==> src/rtl/decade_stepper_pkg.sv <==
package decade_stepper_pkg;

    localparam int DIGIT_W = 4;
    localparam int SEG_W   = 7;
    localparam int NUM_DIGITS = 10;

    typedef enum logic [DIGIT_W-1:0] {
        D0 = 4'd0, D1 = 4'd1, D2 = 4'd2, D3 = 4'd3, D4 = 4'd4,
        D5 = 4'd5, D6 = 4'd6, D7 = 4'd7, D8 = 4'd8, D9 = 4'd9
    } digit_state_e;

    typedef enum logic [1:0] {
        STEP_HOLD = 2'b00,
        STEP_UP1  = 2'b01,
        STEP_UP2  = 2'b10,
        STEP_DN1  = 2'b11
    } step_code_e;

    typedef struct packed {
        digit_state_e back1;
        digit_state_e fwd1;
        digit_state_e fwd2;
    } neighbours_t;

    typedef struct packed {
        digit_state_e st;
    } stepper_regs_t;

endpackage

==> src/rtl/stepper_next.sv <==
module stepper_next
    import decade_stepper_pkg::*;
(
    input  digit_state_e cur_state,
    input  logic [1:0]   code,
    output digit_state_e nxt_state
);

    neighbours_t nb;

    always_comb begin
        case (cur_state)
            D0:      nb = '{back1: D9, fwd1: D1, fwd2: D2};
            D1:      nb = '{back1: D0, fwd1: D2, fwd2: D3};
            D2:      nb = '{back1: D1, fwd1: D3, fwd2: D4};
            D3:      nb = '{back1: D2, fwd1: D4, fwd2: D5};
            D4:      nb = '{back1: D3, fwd1: D5, fwd2: D6};
            D5:      nb = '{back1: D4, fwd1: D6, fwd2: D7};
            D6:      nb = '{back1: D5, fwd1: D7, fwd2: D8};
            D7:      nb = '{back1: D6, fwd1: D8, fwd2: D9};
            D8:      nb = '{back1: D7, fwd1: D9, fwd2: D0};
            D9:      nb = '{back1: D8, fwd1: D0, fwd2: D1};
            default: nb = '{back1: D0, fwd1: D0, fwd2: D0};
        endcase
    end

    always_comb begin
        case (step_code_e'(code))
            STEP_HOLD: nxt_state = cur_state;
            STEP_UP1:  nxt_state = nb.fwd1;
            STEP_UP2:  nxt_state = nb.fwd2;
            STEP_DN1:  nxt_state = nb.back1;
            default:   nxt_state = cur_state;
        endcase
    end

endmodule

==> src/rtl/digit_segments.sv <==
module digit_segments
    import decade_stepper_pkg::*;
#(
    parameter bit ACTIVE_LOW = 1'b1
) (
    input  logic [DIGIT_W-1:0] digit,
    output logic [SEG_W-1:0]   seg
);

    logic [SEG_W-1:0] lit;

    always_comb begin
        case (digit)
            4'd0:    lit = 7'b0111111;
            4'd1:    lit = 7'b0000110;
            4'd2:    lit = 7'b1011011;
            4'd3:    lit = 7'b1001111;
            4'd4:    lit = 7'b1100110;
            4'd5:    lit = 7'b1101101;
            4'd6:    lit = 7'b1111101;
            4'd7:    lit = 7'b0000111;
            4'd8:    lit = 7'b1111111;
            4'd9:    lit = 7'b1101111;
            default: lit = 7'b1000000;
        endcase
    end

    generate
        if (ACTIVE_LOW) begin : g_low
            assign seg = ~lit;
        end else begin : g_high
            assign seg = lit;
        end
    endgenerate

endmodule

==> src/rtl/decade_stepper.sv <==
module decade_stepper
    import decade_stepper_pkg::*;
(
    input  logic               clk,
    input  logic               rst_n,
    input  logic [1:0]         step_sel,
    output logic [DIGIT_W-1:0] count_bcd,
    output logic [SEG_W-1:0]   seg_n
);

    stepper_regs_t regs_d, regs_q;
    digit_state_e  step_st;

    stepper_next i_next (
        .cur_state (regs_q.st),
        .code      (step_sel),
        .nxt_state (step_st)
    );

    always_comb begin
        regs_d = regs_q;
        if (!rst_n) begin
            regs_d.st = D0;
        end else begin
            regs_d.st = step_st;
        end
    end

    always_ff @(posedge clk) begin
        regs_q <= regs_d;
    end

    assign count_bcd = regs_q.st;

    digit_segments #(.ACTIVE_LOW(1'b1)) i_seg (
        .digit (count_bcd),
        .seg   (seg_n)
    );

    AST_RESET_TO_ZERO: assert property (@(posedge clk)
        !rst_n |=> count_bcd == 4'd0);

    AST_HOLD_STABLE: assert property (@(posedge clk) disable iff (!rst_n)
        step_sel == 2'b00 |=> $stable(count_bcd));

    AST_UP_ONE: assert property (@(posedge clk) disable iff (!rst_n)
        step_sel == 2'b01 |=> count_bcd == (($past(count_bcd) == 4'd9) ? 4'd0 : $past(count_bcd) + 4'd1));

    AST_UP_TWO: assert property (@(posedge clk) disable iff (!rst_n)
        step_sel == 2'b10 |=> count_bcd == (($past(count_bcd) >= 4'd8) ? $past(count_bcd) - 4'd8 : $past(count_bcd) + 4'd2));

    AST_DOWN_ONE: assert property (@(posedge clk) disable iff (!rst_n)
        step_sel == 2'b11 |=> count_bcd == (($past(count_bcd) == 4'd0) ? 4'd9 : $past(count_bcd) - 4'd1));

    AST_DIGIT_RANGE: assert property (@(posedge clk) disable iff (!rst_n)
        count_bcd <= 4'd9);

    AST_SEG_EIGHT_ALL_ON: assert property (@(posedge clk) disable iff (!rst_n)
        count_bcd == 4'd8 |-> seg_n == 7'h00);

endmodule

==> config.mk <==
export PLATFORM = sky130hd
export DESIGN_NAME = decade_stepper
export DESIGN_NICKNAME = d
export VERILOG_FILES = /design/src/rtl/decade_stepper_pkg.sv /design/src/rtl/stepper_next.sv /design/src/rtl/digit_segments.sv /design/src/rtl/decade_stepper.sv
export SDC_FILE = /design/constraint.sdc
export NUM_CORES = 1
export LEC_CHECK = 0
export BUFFER_PORTS_ARGS = -buffer_cell sky130_fd_sc_hd__buf_2
export CAP_MARGIN = 10
export CORE_UTILIZATION = 44
export DETAILED_ROUTE_END_ITERATION = 12
export PLACE_DENSITY = 0.63
export SETUP_SLACK_MARGIN = 0.2
export SYNTH_ARGS = -nofsm -noshare
export SYNTH_HDL_FRONTEND = slang
export SYNTH_HIERARCHICAL = 1
export SYNTH_SLANG_ARGS = --single-unit
==> constraint.sdc <==
create_clock -name clk -period 4.9 [get_ports clk]
set_input_delay 0.245 -clock clk [delete_from_list [all_inputs] [get_ports clk]]
set_output_delay 0.245 -clock clk [all_outputs]
set_load 0.005 [all_outputs]
==> results of run 1 <==
[per-stage QoR]
step | hold slack, ns | cells | setup slack [ns] | total power, mW
after floorplan | 0.367 | 83 | 3.24 | 0.0967
after global placement | 0.486 | 108 | 3.12 | 0.117
final | 0.255 | 111 | 2.99 | 0.157
after CTS | 0.251 | 111 | 2.98 | 0.159
after global routing | 0.268 | 111 | 2.82 | 0.173
after detailed placement | 0.492 | 108 | 3.03 | 0.119
[layout make-up]
| type | count | area share [%] |
|---|---|---|
| clock buffer | 3 | 3.11 |
| inverter | 8 | 4.15 |
| multi-input combinational | 67 | 69.4 |
| sequential | 4 | 11.1 |
| tap | 15 | 2.60 |
| timing repair buffer | 14 | 9.69 |
[per-layer routing]
layer / vias up / GRT usage [%] / share of wire, %
met5: - / 0 / 0
met4: 0 / 2.50 / 1.1
met3: 2 / 6.11 / 3.3
met2: 13 / 30.2 / 45
met1: 275 / 20.9 / 50
li1: 314 / - / -
[cells in the final DEF, fill, tap and decap left out, types with 3 or more instances in the layout]
cell      instances
dfxtp_1           4
buf_2            14
nor2_1            5
and2_1            4
ha_1             13
nor2b_1           5
o21ai_0           3
inv_1             8
clkbuf_4          3
a21oi_1           6
[cell families (layout without fill, tap and decap cells)]
| logic type | after synthesis | count (layout) | synth area share, % |
|---|---|---|---|
| compound gates | 25 | 25 | 25.8 |
| xor+xnor | 1 | 1 | 1.35 |
| fa+ha+maj | 13 | 13 | 25.0 |
| buf+inv | 12 | 25 | 10.4 |
| flops | 4 | 4 | 12.3 |
| mux | 1 | 1 | 1.54 |
| simple gates | 27 | 27 | 23.5 |
[power by group through the flow]
stage | clock (mW) | sequential, mW | combinational (mW)
6_report | 0.0394 | 0.0486 | 0.0690
5_1_grt | 0.0419 | 0.0498 | 0.0808
3_5_place_dp | 0 | 0.0489 | 0.0696
3_3_place_gp | 0 | 0.0485 | 0.0682
2_1_floorplan | 0 | 0.0441 | 0.0527
4_1_cts | 0.0408 | 0.0483 | 0.0699
[worst max path at each step]
| stage | end | cells past startpoint |
|---|---|---|
| 2_1_floorplan | count_bcd[2] | 7 |
| 4_1_cts | seg_n[5] | 5 |
| 3_3_place_gp | count_bcd[2] | 7 |
| 5_1_grt | seg_n[5] | 5 |
| 3_5_place_dp | count_bcd[2] | 7 |
| 6_report | seg_n[2] | 5 |
==> impl_metrics.json, run 1 <==
{
  "outcome": "finished, final reports clean",
  "required_ns": 4.66,
  "synth_warnings": 6,
  "r2r-start": "count_bcd[1]",
  "wl_per_cell_um": 11.6,
  "holdCritStartpoint": "rst_n",
  "yosysUniqueCellTypes": 34,
  "grt_max_degree": 26,
  "cts_buffer_depth": 2,
  "synth-main-ff-cell": "dfxtp_1",
  "cts_sinks": 4,
  "wl_um": 1290,
  "die_h_um": 40.4,
  "antenna_found_initial": 0,
  "clk_latency_ns": 0.23,
  "reg2reg_slack_ns": 3.02,
  "power_density_nw_per_um2": 217,
  "drtPass1Iterations": 3,
  "cp_num_buf_inv": 2,
  "power_frac_seq_pct": 30.9,
  "start_kind": "flip-flop",
  "dieArea_um2": 1630,
  "cts_tree": "done",
  "final_core_util_pct": 54.2,
  "hold_depth": 2,
  "p_int_mw": 0.0985,
  "fin_crit_ns": 1.91,
  "startpoint": "count_bcd[0]",
  "critPathKind": "flip-flop to output port",
  "worstSetupEndpointType": "output port",
  "ir_drop_v": 0.000195,
  "crit_family": "flip-flops",
  "grt_pass1_wl_um": 1970,
  "place_area_um2": 701,
  "antenna_cells": 0,
  "reg.largest.list": "count_bcd: 4 flops",
  "whs_endpoint": "count_bcd[0]",
  "path_clk_slew_ns": 0.03,
  "ioPinCount": 15,
  "multiInputGateArea_um2": 502,
  "worst_pin_slew_ns": 0.781,
  "final_area_um2": 723,
  "syn_area_per_cell_um2": 7.82,
  "yosysTopAreaCell": "ha_1",
  "post-dp-hpwl_um": 915,
  "drtIter0Drc": 8,
  "final_net_count": 115,
  "drv_slew": 0,
  "track_usage_pct": 17.5,
  "worst_r2r_path_depth": 7,
  "post-route-period-util_pct": 39.1,
  "drv_cap": 0,
  "drc": 0,
  "largest_reg_flops": 4,
  "hold_buffers": 0,
  "vias_per_cell": 5.44,
  "synth_area_leaders": "ha_1 (25%), dfxtp_1 (12%), nor2b_1 (4.8%)",
  "hold_class": "input port to flip-flop",
  "synth_commonest_cells": "ha_1 (13), inv_1 (8), a21oi_1 (6)",
  "pwr-share-clk_pct": 25.1,
  "tns_ns": 0,
  "cpMaxStageDelayCell": "dfxtp_1",
  "postCtsResizedCells": 0,
  "drive_gt1_share_pct": 18.8,
  "grt_pass1_vias": 466,
  "via_count": 604,
  "core_um2": 1330,
  "power_frac_comb_pct": 44.0,
  "p_leak_nw": 0.349,
  "place_congestion": 0.740,
  "largest_register": "count_bcd",
  "post_cts_buffers": 0,
  "fmax_mhz": 523,
  "skew_ns": 0.00230,
  "max_stage_delay_ns": 0.56,
  "rsz0062_at_grt": "no",
  "antenna_left": 0,
  "slew_headroom_pct": 47.9,
  "cts-root-buf": "clkbuf_4",
  "synth_nets": 100,
  "start_util_pct": 48.7,
  "die_w_um": 40.4,
  "p_sw_mw": 0.0585,
  "synth.ff_latch_count": 4,
  "netlist.area_leader.share_pct": 25.0,
  "ys_seq_area_share_pct": 12.3,
  "hold_viol_final": 0,
  "port_buffers": 14,
  "row_count": 13,
  "syn_inst": 83,
  "rr_endpoint": "count_bcd[2]",
  "syn2layout_area_growth_pct": 11.4,
  "synth-edff-count": 0,
  "crit_arrival_ns": 1.67,
  "htreeDepth": 1,
  "netlist_area_um2": 649,
  "yosysMostFrequentCell": "ha_1",
  "path_cells": "inv_1 -> ha_1 -> nor2b_1 -> a22o_1 -> buf_2",
  "ff_latch_area_um2": 80.1,
  "gr-total-overflow": 0,
  "cts_made_buffers": 3,
  "async_flop_share_pct": 0,
  "p_sw_share_pct": 37.3,
  "setup-violations-final": 0,
  "crit_fanout": 10,
  "fill_cells": 146
}
No activity file was read; power rests on OpenSTA's default activity.
==> inputs of run 2 (changes only) <==
- CORE_UTILIZATION: 44 -> 43
- PLACE_DENSITY: 0.63 -> 0.65
- clock period: 4.9 -> 1.6 ns (I/O delays scaled with it)
==> impl_metrics.json, run 2 (synthesized netlist as in run 1, its figures left out) <==
{
  "outcome": "finished, final reports clean",
  "r2r-start": "count_bcd[1]",
  "cpMaxStageDelayCell": "dfxtp_4",
  "drtPass1Iterations": 4,
  "skew_ns": 0.00105,
  "syn2layout_area_growth_pct": 54.9,
  "mostFrequentLayoutCells": "buf_2 (14), buf_4 (13), ha_1 (7)",
  "worstSetupEndpointType": "output port",
  "grt_pass1_wl_um": 2320,
  "wl_per_cell_um": 12.9,
  "reg.largest.list": "count_bcd: 4 flops",
  "antenna_found_initial": 0,
  "drv_slew": 0,
  "max_stage_delay_ns": 0.35,
  "hold_viol_final": 0,
  "gr-total-overflow": 0,
  "final_common_cell": "buf_2",
  "slew_headroom_pct": 82.9,
  "cts_sinks": 4,
  "crit_fanout": 5,
  "power_density_nw_per_um2": 636,
  "antenna_cells": 0,
  "final_net_count": 133,
  "ir_drop_v": 0.000317,
  "worst_hold_slack_ns": 0.0996,
  "drv_cap": 0,
  "drive_gt1_share_pct": 50.9,
  "final-instance-count-excl-fill": 129,
  "startpoint": "count_bcd[1]",
  "track_usage_pct": 20.9,
  "cts-root-buf": "clkbuf_4",
  "critPathKind": "flip-flop to output port",
  "htreeDepth": 1,
  "holdCritStartpoint": "rst_n",
  "start_util_pct": 48.1,
  "setup-violations-final": 0,
  "die_h_um": 40.9,
  "via_count": 693,
  "wl_um": 1660,
  "antenna_left": 0,
  "grt_pass1_vias": 582,
  "port_buffers": 14,
  "path_cells": "buf_6 -> ha_2 -> nor2b_2 -> a22o_1 -> buf_2",
  "required_ns": 1.52,
  "start_kind": "flip-flop",
  "core_um2": 1350,
  "dieArea_um2": 1670,
  "crit_arrival_ns": 1.36,
  "rsz0062_at_grt": "yes",
  "fin_crit_ns": 1.44,
  "largest_register": "count_bcd",
  "fmax_mhz": 696,
  "place_inst": 112,
  "cts_tree": "done",
  "clk_latency_ns": 0.23,
  "row_count": 13,
  "grt_max_degree": 15,
  "die_w_um": 40.9,
  "cts_buffer_depth": 2,
  "largest_reg_flops": 4,
  "post-dp-hpwl_um": 1030,
  "crit_family": "flip-flops",
  "post-route-period-util_pct": 89.9,
  "p_leak_nw": 0.456,
  "drc": 0,
  "worst_pin_slew_ns": 0.256,
  "tns_ns": 0,
  "place_congestion": 0.813,
  "hold_class": "input port to flip-flop",
  "path_clk_slew_ns": 0.04,
  "vias_per_cell": 5.37,
  "cts_made_buffers": 3,
  "ioPinCount": 15,
  "cp_num_buf_inv": 2,
  "drtIter0Drc": 8
}
==> run 2: changes by cell type in the layout (fill, tap and decap cells not counted), moves of 2 or more <==
cell,previous run,this run
inv_2,0,2
ha_4,0,4
nor2b_1,5,3
dfxtp_4,0,4
buf_6,0,4
inv_4,0,2
o21ai_2,0,2
buf_4,0,13
ha_1,13,7
inv_1,8,3
ha_2,0,2
dfxtp_1,4,0
==> run 2: final timing paths <==
path	endpoint	slack, ns	cells after the start
setup reg to reg	count_bcd[1]	0.16	7
hold / removal	count_bcd[2]	0.1	2
setup / recovery	seg_n[2]	0.16	5
hold reg to reg	count_bcd[3]	0.72	3
==> run 2: final cells by class <==
cell class / instances / area, um2
clock buffers: 3 / 22.5
fillers: 104 / 344
inverters: 8 / 40.0
multi-input cells: 67 / 597
flip-flops and latches: 4 / 95.1
well taps: 15 / 18.8
repair buffers: 32 / 233
==> run 2: where the power goes <==
group	switching (mW)	internal, mW
clock	0.0412	0.0839
sequential	0.0179	0.110
combinational	0.174	0.213
total	0.233	0.407
==> run 2: metal layers <==
layer  wire length (um)  global-route usage, %  vias up
met5                  0                      0        -
met1                719                   21.0      320
met4                 15                   12.5        0
met3                 40                   4.35        2
met2                887                   38.7       19
li1                   -                      -      352
==> run 2: per-stage QoR <==
step / worst slack, ns / cell area (um2) / total power, mW / util (%)
2_1_floorplan: 0.200 / 661 / 0.301 / -
3_3_place_gp: 0.172 / 742 / 0.374 / 55.0
3_5_place_dp: 0.134 / 742 / 0.377 / 55.0
4_1_cts: 0.150 / 856 / 0.547 / 63.4
5_1_grt: 0.0739 / 1010 / 0.707 / 74.5
6_report: 0.162 / 1010 / 0.640 / 74.5
==> run 2: timing repair <==
action	CTS	global route
endpoints found under the hold margin	0	0
setup buffers	5	9
resized for setup	18	16
setup endpoints to repair	7	11
hold buffers	0	0
pin swaps	4	11
